File: config.mk
export PLATFORM = sky130hd
export DESIGN_NAME = pos_readout_port
export DESIGN_NICKNAME = d
export VERILOG_FILES = /design/src/rtl/prp_pkg.sv /design/src/rtl/prp_sync_edge.sv /design/src/rtl/prp_shifter.sv /design/src/rtl/prp_setup_timer.sv /design/src/rtl/pos_readout_port.sv
export SDC_FILE = /design/constraint.sdc
export NUM_CORES = 1
export LEC_CHECK = 0
export BUFFER_PORTS_ARGS = -buffer_cell sky130_fd_sc_hd__buf_4
export CORE_UTILIZATION = 58
export DETAILED_ROUTE_END_ITERATION = 8
export PLACE_DENSITY = 0.79
export SLEW_MARGIN = 10
export SYNTH_ARGS = -nofsm -noshare
export SYNTH_HDL_FRONTEND = slang
export SYNTH_SLANG_ARGS = --single-unit
File: constraint.sdc
create_clock -name clk -period 3.2 [get_ports clk]
set_clock_uncertainty 0.15 [all_clocks]
set_input_delay 0.64 -clock clk [delete_from_list [all_inputs] [get_ports clk]]
set_output_delay 0.64 -clock clk [all_outputs]
set_load 0.01 [all_outputs]
File: src/rtl/prp_pkg.sv
`timescale 1ns/1ps
package prp_pkg;
  localparam int FRAME_W   = 16;
  localparam int SETUP_DEF = 150;

  // decoded events from the synchronised host pins
  typedef struct packed {
    logic cs_fall;
    logic cs_rise;
    logic cs_low;
    logic sclk_rise;
  } prp_evt_t;
endpackage

File: src/rtl/prp_sync_edge.sv
`timescale 1ns/1ps
module prp_sync_edge #(
  parameter int           N       = 2,
  parameter logic [N-1:0] RST_VAL = '0
) (
  input  logic         clk,
  input  logic         rst_n,
  input  logic [N-1:0] async_i,
  output logic [N-1:0] cur_o,
  output logic [N-1:0] last_o
);
  for (genvar g = 0; g < N; g++) begin : g_bit
    logic meta_q, stab_q, hist_q;
    always_ff @(posedge clk or negedge rst_n) begin
      if (!rst_n) begin
        meta_q <= RST_VAL[g];
        stab_q <= RST_VAL[g];
        hist_q <= RST_VAL[g];
      end else begin
        meta_q <= async_i[g];
        stab_q <= meta_q;
        hist_q <= stab_q;
      end
    end
    assign cur_o[g]  = stab_q;
    assign last_o[g] = hist_q;
  end
endmodule

File: src/rtl/prp_shifter.sv
`timescale 1ns/1ps
module prp_shifter
  import prp_pkg::*;
#(
  parameter int W = FRAME_W
) (
  input  logic         clk,
  input  logic         rst_n,
  input  prp_evt_t     evt,
  input  logic [W-1:0] word_i,
  output logic         sdo,
  output logic         sdo_oe
);
  // one guard bit on top: the line is low until the first edge
  logic [W:0] sh_q, sh_d;
  logic       act_q, act_d;
  logic       sh_en;

  always_comb begin
    sh_d  = sh_q;
    act_d = act_q;
    if (evt.cs_fall) begin
      sh_d  = {1'b0, word_i};
      act_d = 1'b1;
    end else if (evt.cs_rise) begin
      sh_d  = '0;
      act_d = 1'b0;
    end else if (act_q && evt.sclk_rise) begin
      sh_d  = {sh_q[W-1:0], 1'b0};
    end
  end

  assign sh_en = evt.cs_fall | evt.cs_rise | (act_q & evt.sclk_rise);

  always_ff @(posedge clk or negedge rst_n) begin
    if (!rst_n) begin
      sh_q  <= '0;
      act_q <= 1'b0;
    end else if (sh_en) begin
      sh_q  <= sh_d;
      act_q <= act_d;
    end
  end

  assign sdo    = sh_q[W];
  assign sdo_oe = act_q;
endmodule

File: src/rtl/prp_setup_timer.sv
`timescale 1ns/1ps
module prp_setup_timer
  import prp_pkg::*;
#(
  parameter int SETUP_CYC = SETUP_DEF
) (
  input  logic     clk,
  input  logic     rst_n,
  input  prp_evt_t evt,
  output logic     timing_err
);
  localparam int             CW    = $clog2(SETUP_CYC + 1);
  localparam logic [CW-1:0]  LIMIT = CW'(SETUP_CYC);

  logic [CW-1:0] cnt_q, cnt_d;
  logic          cnt_en;
  logic          err_q, err_d;

  always_comb begin
    cnt_en = 1'b0;
    cnt_d  = cnt_q;
    if (evt.cs_fall) begin
      cnt_en = 1'b1;
      cnt_d  = CW'(1);
    end else if (cnt_q < LIMIT) begin
      cnt_en = 1'b1;
      cnt_d  = cnt_q + CW'(1);
    end
    err_d = evt.sclk_rise & (evt.cs_fall | (evt.cs_low & (cnt_q < LIMIT)));
  end

  always_ff @(posedge clk or negedge rst_n) begin
    if (!rst_n) begin
      cnt_q <= LIMIT;
    end else if (cnt_en) begin
      cnt_q <= cnt_d;
    end
  end

  always_ff @(posedge clk or negedge rst_n) begin
    if (!rst_n) err_q <= 1'b0;
    else        err_q <= err_d;
  end

  assign timing_err = err_q;
endmodule

File: src/rtl/pos_readout_port.sv
`timescale 1ns/1ps
module pos_readout_port
  import prp_pkg::*;
#(
  parameter int FRAME_BITS = FRAME_W,
  parameter int SETUP_CYC  = SETUP_DEF
) (
  input  logic                  clk,
  input  logic                  rst_n,
  input  logic                  cs_n,
  input  logic                  sclk,
  input  logic [FRAME_BITS-1:0] word_i,
  output logic                  sdo,
  output logic                  sdo_oe,
  output logic                  timing_err
);
  localparam int PIN_N = 2;  // index 0: chip-select, index 1: serial clock

  logic [PIN_N-1:0] pin_cur, pin_last;
  prp_evt_t         evt;
  logic             cs_fall, cs_rise, cs_low, sclk_rise;

  prp_sync_edge #(.N(PIN_N), .RST_VAL(2'b01)) u_sync (
    .clk     (clk),
    .rst_n   (rst_n),
    .async_i ({sclk, cs_n}),
    .cur_o   (pin_cur),
    .last_o  (pin_last)
  );

  assign cs_fall   =  pin_last[0] & ~pin_cur[0];
  assign cs_rise   = ~pin_last[0] &  pin_cur[0];
  assign cs_low    = ~pin_cur[0];
  assign sclk_rise = ~pin_last[1] &  pin_cur[1];
  assign evt       = '{cs_fall: cs_fall, cs_rise: cs_rise, cs_low: cs_low, sclk_rise: sclk_rise};

  prp_shifter #(.W(FRAME_BITS)) u_shift (
    .clk    (clk),
    .rst_n  (rst_n),
    .evt    (evt),
    .word_i (word_i),
    .sdo    (sdo),
    .sdo_oe (sdo_oe)
  );

  prp_setup_timer #(.SETUP_CYC(SETUP_CYC)) u_timer (
    .clk        (clk),
    .rst_n      (rst_n),
    .evt        (evt),
    .timing_err (timing_err)
  );
endmodule

# == After elaboration in Yosys (flattened, before gate mapping) ==
# Index checks and enable logic that the tools add are counted.
# op_classes
n_mux,9
magnitude_cmp,1
bitwise,12
n_reduce_logical,7
n_addsub,1
# ops
op,count
$mux W17,3
$mux W8,2
$add A8 B1 Y8 const B,1
$lt A8 B8 Y1 const B,1
$and A1 B1 Y1,6
$reduce_and A2 Y1,3
$mux W1,4
$reduce_bool A2 Y1,2
$not A1 Y1,3
$or A1 B1 Y1,3
$reduce_bool A3 Y1,1
$logic_and A1 B1 Y1,1
# word_totals
ff_bits,33
word_cells,40
in_bits,20

# == Longest topological paths before layout ==
# Gate-level depths: netlist (run 1).
# depth
word_depth,6
mapped_depth,7
mapped_depth_nobuf,5

# == Cells and area by module ==
# Synthesis (run 1) repeated with hierarchy kept, for this count alone.
# hier_totals
hier_cells,143
area_unflattened_um2,1539.0
# modules_own_cells
mod,cells_each,n_inst,area_per_inst_um2
prp_shifter,77,1,832.0
prp_setup_timer,52,1,498.0
prp_sync_edge,10,1,183.9
pos_readout_port,4,1,25.0

# == Worst setup path after synthesis (run 1) ==
# Ideal clock, no wire load.
# synth_timing
path_type,reg2reg
from,register u_sync.g_bit[0].stab_q
to,register u_shift.sh_q[10]
slack_ps,1485
t_required_ps,2973
t_arrival_ps,1488
path_stages_with_launch,8
path_buffers,2
cell_sequence,dfstp_2 > inv_1 > ha_1 > buf_2 > nor2_2 > buf_2 > a22oi_1 > a21oi_1
# synth_between
elab_chain_cells,5
word_cells_on_any_way,9
classes_between,mux (2); bitwise (5); reduce/logical (2)
# synth_lines
element,line,text
from (decl),prp_sync_edge.sv:13,"logic meta_q, stab_q, hist_q;"
from (signal assigned),prp_sync_edge.sv:17,stab_q <= RST_VAL[g];
from (signal assigned),prp_sync_edge.sv:21,stab_q <= meta_q;
$not A1 Y1 *,pos_readout_port.sv:31,assign cs_fall = pin_last[0] & ~pin_cur[0];
$and A1 B1 Y1 *,pos_readout_port.sv:31,
named net cs_fall,pos_readout_port.sv:21,"logic cs_fall, cs_rise, cs_low, sclk_rise;"
$or A1 B1 Y1 (2 in series),prp_shifter.sv:33,assign sh_en = evt.cs_fall | evt.cs_rise | (act_q & evt.sclk_rise);
$reduce_and A2 Y1 (no line),--,
to (signal assigned),prp_shifter.sv:37,sh_q <= '0;
to (signal assigned),prp_shifter.sv:40,sh_q <= sh_d;
to (decl),prp_shifter.sv:15,"logic [W:0] sh_q, sh_d;"
# Mark *: on every way through the listed nets, which the timed path passes. The rest lies on a longest branch.
# A chain may end at the register's enable or synchronous reset.

# == Worst setup path in the final report (run 1) ==
# layout_timing
from,register u_sync.g_bit[0].hist_q
to,register u_shift.sh_q[10]
# layout_between
elab_chain_cells,5
word_cells_on_any_way,9
classes_between,mux (2); bitwise (5); reduce/logical (2)
# layout_lines
element,line,text
from (decl),prp_sync_edge.sv:13,
from (signal assigned),prp_sync_edge.sv:18,hist_q <= RST_VAL[g];
from (signal assigned),prp_sync_edge.sv:22,hist_q <= stab_q;
$not A1 Y1,pos_readout_port.sv:32,assign cs_rise = ~pin_last[0] & pin_cur[0];
$and A1 B1 Y1,pos_readout_port.sv:32,
$or A1 B1 Y1 (2 in series),prp_shifter.sv:33,
$reduce_and A2 Y1 (no line),--,
# Several ways; a longest one is shown, not always the timed one.

==> results.cfg, run 1 <==
[timing]
drv_slew = 0
grt_setup_unrepaired = no
tns_ns = 0
whs_ns = 0.0922
max_freq_mhz = 477
hold_violations = 0
finalCritPeriodShare = 0.654
final.min_clock_period_ns = 2.09
worst_pin_slew_ns = 0.932
max_slew_margin = 0.377
setup_viol = 0

[placement]
gp_congestion = 0.752
port_buffers = 22
dpl.hpwl_um = 1690

[yosys]
synth_area_leaders = dfrtp_1, dfstp_2, a22oi_1
yosys_register_bits = 33
synth_compound_area_frac = 0.186
netlist.area_leader.share = 0.458
ys_async_sr_fraction = 1.00
yosysTopAreaCell = dfrtp_1
syn_inst = 132
synth_adder_area_share = 0.0264
muxShareOfSynthArea = 0.0150
synth_edf_count = 0
seq_area_frac_synth = 0.588
synth_top_family_by_area = compound AO/OA/AOI/OAI gates
yosysUniqueCellTypes = 30
synthesis.nets = 155
ys_warn_count = 0
syn_avg_cell_area_um2 = 10.8
synth.cell_area_um2 = 1420
synth_simple_gate_area_frac = 0.133
ys.flop_type = dfrtp_1
synth_xor_area_frac = 0.0247

[cts]
cts_tree = built
cts-buffers-inserted = 5
clk_pin_slew_worst_paths_ns = 0.09
cts_max_level = 2
cts_sinks = 33
cts_resized = 0
clk-insertion-delay-late_ns = 0.32
cts_setup_buffers = 0
ctsHoldBuffers = 0
cts_max_path_buffers = 2
cts_root_buf = clkbuf_4

[drt]
num_vias = 1064
routed_via_density = 5.78
drt_first_pass_iters = 4
drtAntennaViolNets = 0
drt_first_iter_violations = 17
drc = 0
wl_per_cell_um = 13.5
wl_um = 2480

[setup_path]
ff2ff_setup_slack_ns = 1.11
crit_path_start_kind = register
r2r-start = u_sync.g_bit[0].hist_q
r2r_cells = 5
required_ns = 3.21
cp-end-kind = register
crit_fanout = 32
cp.arrival_ns = 2.10
r2r_end = u_shift.sh_q[10]
crit_type = register to register

[status]
status = finished clean

[power_and_ir_drop]
p_clk_frac = 0.218
p_int_w = 0.000682
switching_share = 0.291
irDropWorstVdd_mv = 0.502
p_per_area_nw_per_um2 = 585
cellLeakagePower_nw = 0.746
switchingPower_w = 0.000280
seq_power_share = 0.582
power_frac_comb = 0.200

[grt]
grt_use_total = 0.222
antenna_found_initial = 0
grt_pass1_vias = 978
grt_remaining_overflow = 0
grt_start_max_net_pins = 34
grt_pass1_wl_um = 4150

[cells_and_area]
syn_to_final_growth_pct = 15.9
final_common_cell = dfrtp_1
fin_nets = 178
drive_gt1_frac = 0.256
diodes = 0
final_cell_mix = dfrtp_1, buf_4, nor2_1, a21oi_1, a22oi_1

[die]
die-area_um2 = 2650
die_h_um = 51.5
num_rows = 17
die_x_um = 51.5
initial_core_util = 0.630
core_um2 = 2250
num_io_pins = 23

[hold_path]
worstHoldPathType = primary input to asynchronous set/reset pin

[run]
max_cap_violations = 0
routing by layer:
layer	track usage	share of wire
met3	0.0893	0.038
met5	0	0
met4	0.0991	0.012
met2	0.348	0.47
met1	0.268	0.48
cell type report:
| class | instances | area (um^2) |
|---|---|---|
| fillers | 181 | 609 |
| flip-flops and latches | 33 | 835 |
| clock buffers | 8 | 48.8 |
| repair buffers | 23 | 173 |
| multi-input cells | 90 | 547 |
| inverters | 2 | 7.51 |
| well taps | 28 | 35.0 |
flip-flops by register name, summed over array words and instances (netlist names):
| signal | flops |
|---|---|
| u_shift.sdo_oe | 1 |
| u_shift.sh_q | 17 |
| u_sync.g_bit.hist_q | 2 |
| u_sync.g_bit.meta_q | 2 |
| u_sync.g_bit.stab_q | 2 |
| u_timer.cnt_q | 8 |
| u_timer.timing_err | 1 |
cell families after synthesis:
| group | after synthesis |
|---|---|
| buf+inv | 9 |
| compound gates | 41 |
| simple gates | 40 |
| flops | 33 |
| xor+xnor | 4 |
| mux | 2 |
| fa+ha+maj | 3 |
per-stage QoR:
stage                     std cells   util  setup slack (ns)  total power (W)  area (um^2)
after global placement          176  0.708              1.20         0.000748         1600
final                           184  0.730              1.11         0.000962         1650
after global routing            184  0.730             0.868          0.00102         1650
after detailed placement        176  0.708              1.15         0.000761         1600
after floorplan                 132      -              1.49         0.000692         1420
after CTS                       184  0.730              1.14         0.000974         1650
power by group through the flow:
stage / Sequential [W] / Clock [W] / Combinational, W
global route: 0.000570 / 0.000236 / 0.000218
floorplan: 0.000555 / 0 / 0.000137
CTS: 0.000560 / 0.000219 / 0.000195
global placement: 0.000563 / 0 / 0.000186
finish: 0.000560 / 0.000209 / 0.000193
detailed placement: 0.000568 / 0 / 0.000194
Yosys cell counts (2+ instances only):
master   number
a21oi_1      18
a22oi_1      14
buf_1         3
buf_2         4
dfrtp_1      26
dfstp_2       7
ha_1          3
inv_1         2
nand2_1       5
nand3_1       5
nor2_1       20
o21ai_0       2
o21ai_2       2
or3_1         2
xor2_1        4
worst max-delay path, cell delays in order, from the launching register on:
cell     delay (ns)
dfstp_2        0.54
inv_1          0.04
ha_1           0.33
nand2_1        0.55
nor2_1         0.28
a21oi_1        0.06
how the worst max path moves through the flow:
stage	startpoint	end	slack, ns	cells past startpoint
6_report	u_sync.g_bit[0].hist_q	u_shift.sh_q[10]	1.11	5
5_1_grt	u_sync.g_bit[0].hist_q	u_shift.sh_q[11]	0.87	5
4_1_cts	u_sync.g_bit[0].hist_q	u_shift.sh_q[15]	1.14	5
3_5_place_dp	u_sync.g_bit[0].hist_q	u_shift.sh_q[8]	1.15	5
3_3_place_gp	u_sync.g_bit[0].hist_q	u_shift.sh_q[0]	1.20	5
2_1_floorplan	u_sync.g_bit[0].stab_q	u_shift.sh_q[10]	1.49	7
(Power assumes the default switching activity.)
==> inputs of run 2 (changes only) <==
Settings changed: CORE_UTILIZATION 58 to 54, PLACE_DENSITY 0.79 to 0.74.
Clock period 3.2 ns to 2.1 ns, I/O delays scaled along.
==> run 2 against run 1 <==
  * Worst hold slack got worse by 0.055 ns
  * Flip-flop and latch count did not move
  * Final cell count rose by 3.3%
  * Clock power rose by 140%
  * Global-route usage fell by 2.1 points
  * Count of clock-buffer cells in the layout fell by 1
  * Wire length rose by 3.3%
  * Largest power group unchanged
==> results.cfg, run 2 (synthesis gave the netlist of run 1 again) <==
[status]
status = finished clean

[power_and_ir_drop]
irDropWorstVdd_mv = 1.01
switchingPower_w = 0.000450
switching_share = 0.273
cellLeakagePower_nw = 0.784
p_int_w = 0.00120
power_w = 0.00165
p_clk_frac = 0.299
p_per_area_nw_per_um2 = 959
power_frac_comb = 0.183
seq_power_share = 0.518

[cells_and_area]
top_register = u_shift.sh_q
regArea_um2 = 835
top_regs = u_shift.sh_q (17), u_timer.cnt_q (8)
num-fill-cells = 212
final_cell_mix = buf_4, dfrtp_1, nor2_1, a21oi_1, a22oi_1
instances_no_fill = 190
multi_input_area_um2 = 547
diodes = 0
fin_nets = 182
final_util = 0.693
drive_gt1_frac = 0.281
largest_reg_flops = 17
syn_to_final_growth_pct = 20.9

[cts]
cts_resized = 0
cts_max_path_buffers = 2
cts-buffers-inserted = 5
cts_tree = built
clk-insertion-delay-late_ns = 0.34
cts_max_level = 2
clk_pin_slew_worst_paths_ns = 0.10
cts_sinks = 33
cts_root_buf = clkbuf_4

[timing]
worst_pin_slew_ns = 0.408
max_freq_mhz = 575
setup_viol = 0
grt_setup_unrepaired = no
drv_slew = 0
final.min_clock_period_ns = 1.74
max_slew_margin = 0.728
finalCritPeriodShare = 0.828
tns_ns = 0
hold_violations = 0

[die]
initial_core_util = 0.573
num_rows = 18
num_io_pins = 23
die_h_um = 53.3
die-area_um2 = 2840
core_um2 = 2480
die_x_um = 53.3

[setup_path]
crit_path_start_kind = register
path_delay_family = flip-flops
path_buf_inv = 2
crit_fanout = 32
r2r_cells = 6
crit_type = register to register
crit_path_start = u_sync.g_bit[0].hist_q
path_depth = 6
slowest_stage = dfstp_2
cp-end-kind = register
cp.arrival_ns = 1.85
r2r-start = u_sync.g_bit[0].hist_q
cpPeakStageDelay_ns = 0.54
required_ns = 2.21
worstPathCellList = inv_1 > ha_1 > nand2_1 > buf_4 > nor2_1 > a21oi_1

[hold_path]
hold_depth = 1
worstHoldStart = cs_n
worstHoldPathType = primary input to register

[grt]
grt_use_total = 0.201
grt_pass1_wl_um = 3910
grt_start_max_net_pins = 34
grt_pass1_vias = 854
grt_remaining_overflow = 0
antenna_found_initial = 0

[placement]
gp_congestion = 0.813
dpl.hpwl_um = 1680
place_inst = 181
port_buffers = 22

[drt]
drc = 0
wl_um = 2560
num_vias = 1063
wl_per_cell_um = 13.5
routed_via_density = 5.59
drt_first_pass_iters = 4
drt_first_iter_violations = 31
drtAntennaViolNets = 0

[run]
max_cap_violations = 0
[run 2: repair_timing]
action / 4_1_cts / 5_1_grt
setup endpoints to repair: 0 / 0
buffers inserted: 0 / 0
hold buffers: 1 / 0
hold endpoints to repair: 26 / 0
[run 2: final timing paths]
path                                               end  slack (ns)
min in group asynchronous              u_shift.sh_q[5]        0.40
worst max register to register        u_shift.sh_q[13]        0.36
worst max-delay path                  u_shift.sh_q[13]        0.36
worst min register to register  u_sync.g_bit[1].stab_q        0.21
worst min-delay path            u_sync.g_bit[0].meta_q        0.04
max in group asynchronous       u_sync.g_bit[0].meta_q        1.07
[run 2: layer usage]
metal / up-vias / share of wire / global-route usage
li1: 529 / - / -
met1: 494 / 0.45 / 0.257
met2: 34 / 0.47 / 0.294
met3: 6 / 0.058 / 0.0862
met4: 0 / 0.021 / 0.0833
met5: - / 0 / 0
[run 2: power by group through the flow]
| stage | registers [W] | clock network, W | logic [W] |
|---|---|---|---|
| finish | 0.000853 | 0.000492 | 0.000301 |
| global route | 0.000867 | 0.000544 | 0.000339 |
| CTS | 0.000854 | 0.000503 | 0.000305 |
| detailed placement | 0.000865 | 0 | 0.000300 |
| global placement | 0.000859 | 0 | 0.000288 |
| floorplan | 0.000846 | 0 | 0.000208 |
[run 2: cell type report]
class                   instances  area share
well taps                      30      0.0219
multi-input cells              90       0.319
flip-flops and latches         33       0.486
clock buffers                   7      0.0321
repair buffers                 27       0.120
inverters                       2     0.00437
clock inverters                 1      0.0175
[run 2: stage by stage]
stage               cell area [um^2]  hold WS [ns]  setup slack (ns)
global placement                1620         0.186             0.470
detailed placement              1620         0.189             0.375
finish                          1720        0.0373             0.361
CTS                             1720        0.0212             0.351
global route                    1720       0.00163             0.243
floorplan                       1420       -0.0256             0.385
[run 2: worst register-to-register path, cell delays in order, from the launching register on]
cell and delay (ns):
dfstp_2 0.54, inv_1 0.04, ha_1 0.33, nand2_1 0.08
buf_4 0.30, nor2_1 0.07, a21oi_1 0.15
==> inputs of run 3 (changes only) <==
Clock period 2.1 ns to 1.65 ns, I/O delays scaled along.
==> run 3 against run 2 <==
  * Flip-flop and latch count did not move
  * Register-to-register slack got worse by 0.33 ns
  * Core utilization rose by 6.1 points
  * Total power rose by 33%
  * Critical path depth did not move
  * Largest power group unchanged
  * Highest routed layer unchanged
==> results.cfg, run 3 (synthesis gave the netlist of run 1 again) <==
[status]
status = finished clean

[setup_path]
slowest_stage = dfstp_2
required_ns = 1.73
crit_path_start_kind = register
cp.arrival_ns = 1.69
path_buf_inv = 2
cpPeakStageDelay_ns = 0.54
path_delay_family = flip-flops
worstPathCellList = inv_1 > ha_4 > nand2_2 > buf_12 > nor2_1 > a21oi_1
cp-end-kind = register
crit_type = register to register
crit_fanout = 16

[drt]
drt_first_pass_iters = 4
drc = 0
drt_first_iter_violations = 17
num_vias = 1144
wl_per_cell_um = 15.5
drtAntennaViolNets = 0
wl_um = 3040
routed_via_density = 5.84

[die]
die_x_um = 53.3
die-area_um2 = 2840
num_io_pins = 23
core_um2 = 2480
die_h_um = 53.3
initial_core_util = 0.573
num_rows = 18

[power_and_ir_drop]
cellLeakagePower_nw = 0.829
power_w = 0.00219
p_per_area_nw_per_um2 = 1170
irDropWorstVdd_mv = 0.993

[timing]
tns_ns = 0
max_freq_mhz = 619
worst_pin_slew_ns = 0.404
final.min_clock_period_ns = 1.62
drv_slew = 0
finalCritPeriodShare = 0.979
max_slew_margin = 0.730
setup_viol = 0
hold_violations = 0

[grt]
antenna_found_initial = 0
grt_pass1_wl_um = 4630
grt_remaining_overflow = 0
grt.busiest_layer = met2
grt_pass1_vias = 1060
grt_start_max_net_pins = 34
use_met2 = 0.371
gr-usage-met1 = 0.307
grt_use_met3 = 0.0603
grt_use_total = 0.243

[cts]
cts_sinks = 33
clk_pin_slew_worst_paths_ns = 0.10
cts_max_level = 2
cts_root_buf = clkbuf_4
cts-buffers-inserted = 5
cts_tree = built
cts_max_path_buffers = 2
clk-insertion-delay-late_ns = 0.34

[cells_and_area]
syn_to_final_growth_pct = 31.5
final_util = 0.754
largest_reg_flops = 17
final_cell_mix = buf_4, dfrtp_1, nor2_1, a21oi_1, a22oi_1
fin_nets = 188
drive_gt1_frac = 0.343
top_regs = u_shift.sh_q (17), u_timer.cnt_q (8)
top_register = u_shift.sh_q
diodes = 0

[run]
max_cap_violations = 0

[placement]
dpl.hpwl_um = 1950
gp_congestion = 0.765
port_buffers = 22

[hold_path]
worstHoldPathType = primary input to register
==> run 3: tightest hold or removal path: stages <==
cell     delay, ns
buf_4         0.08
nand3_1       0.07
nand2_1       0.07
==> run 3: power breakdown <==
part | total, W | internal, W | switching (W)
Combinational | 0.000465 | 0.000232 | 0.000233
Sequential | 0.00110 | 0.000977 | 0.000119
Clock | 0.000634 | 0.000360 | 0.000274
Total | 0.00219 | 0.00157 | 0.000625
==> run 3: path summary, 6_finish.rpt <==
check	from	slack (ns)	end	cells after the start
max	u_sync.g_bit[0].hist_q	0.03	u_shift.sh_q[6]	6
min	word_i[0]	0.1	u_shift.sh_q[0]	3
max reg2reg	u_sync.g_bit[0].hist_q	0.03	u_shift.sh_q[6]	6
min reg2reg	u_sync.g_bit[0].meta_q	0.21	u_sync.g_bit[0].stab_q	0
max in group asynchronous	rst_n	0.72	u_sync.g_bit[0].meta_q	2
min in group asynchronous	rst_n	0.31	u_timer.cnt_q[6]	2
==> run 3: layout make-up <==
cell class / instances / area (um^2)
tap: 30 / 37.5
multi-input combinational: 90 / 596
fill: 167 / 609
clock buffer: 6 / 51.3
timing repair buffer: 33 / 304
sequential: 33 / 835
inverter: 2 / 7.51
clock inverter: 2 / 37.5
==> run 3: timing repair <==
| action | CTS | global route |
|---|---|---|
| hold buffers | 3 | 0 |
| buffers inserted | 2 | 1 |
| pin swaps | 0 | 1 |
| gates cloned | 1 | 0 |
| hold endpoints to repair | 28 | 0 |
| gates resized for setup | 3 | 7 |
| setup endpoints to repair | 3 | 17 |
==> run 3: metal layers <==
layer / share of wire / vias up / wire length, um
li1: - / 539 / -
met1: 0.42 / 556 / 1280
met2: 0.50 / 43 / 1510
met3: 0.058 / 6 / 175
met4: 0.023 / 0 / 69
met5: 0 / - / 0
==> run 3: stage by stage <==
step	setup WS [ns]	cell area [um^2]	instances	hold WS, ns
3_5_place_dp	0.0282	1650	181	0.137
3_3_place_gp	0.0787	1650	181	0.137
6_report	0.0349	1870	196	0.0953
5_1_grt	-0.0207	1870	196	0.0843
4_1_cts	0.0135	1840	195	0.0761
2_1_floorplan	0.0143	1430	132	-0.116
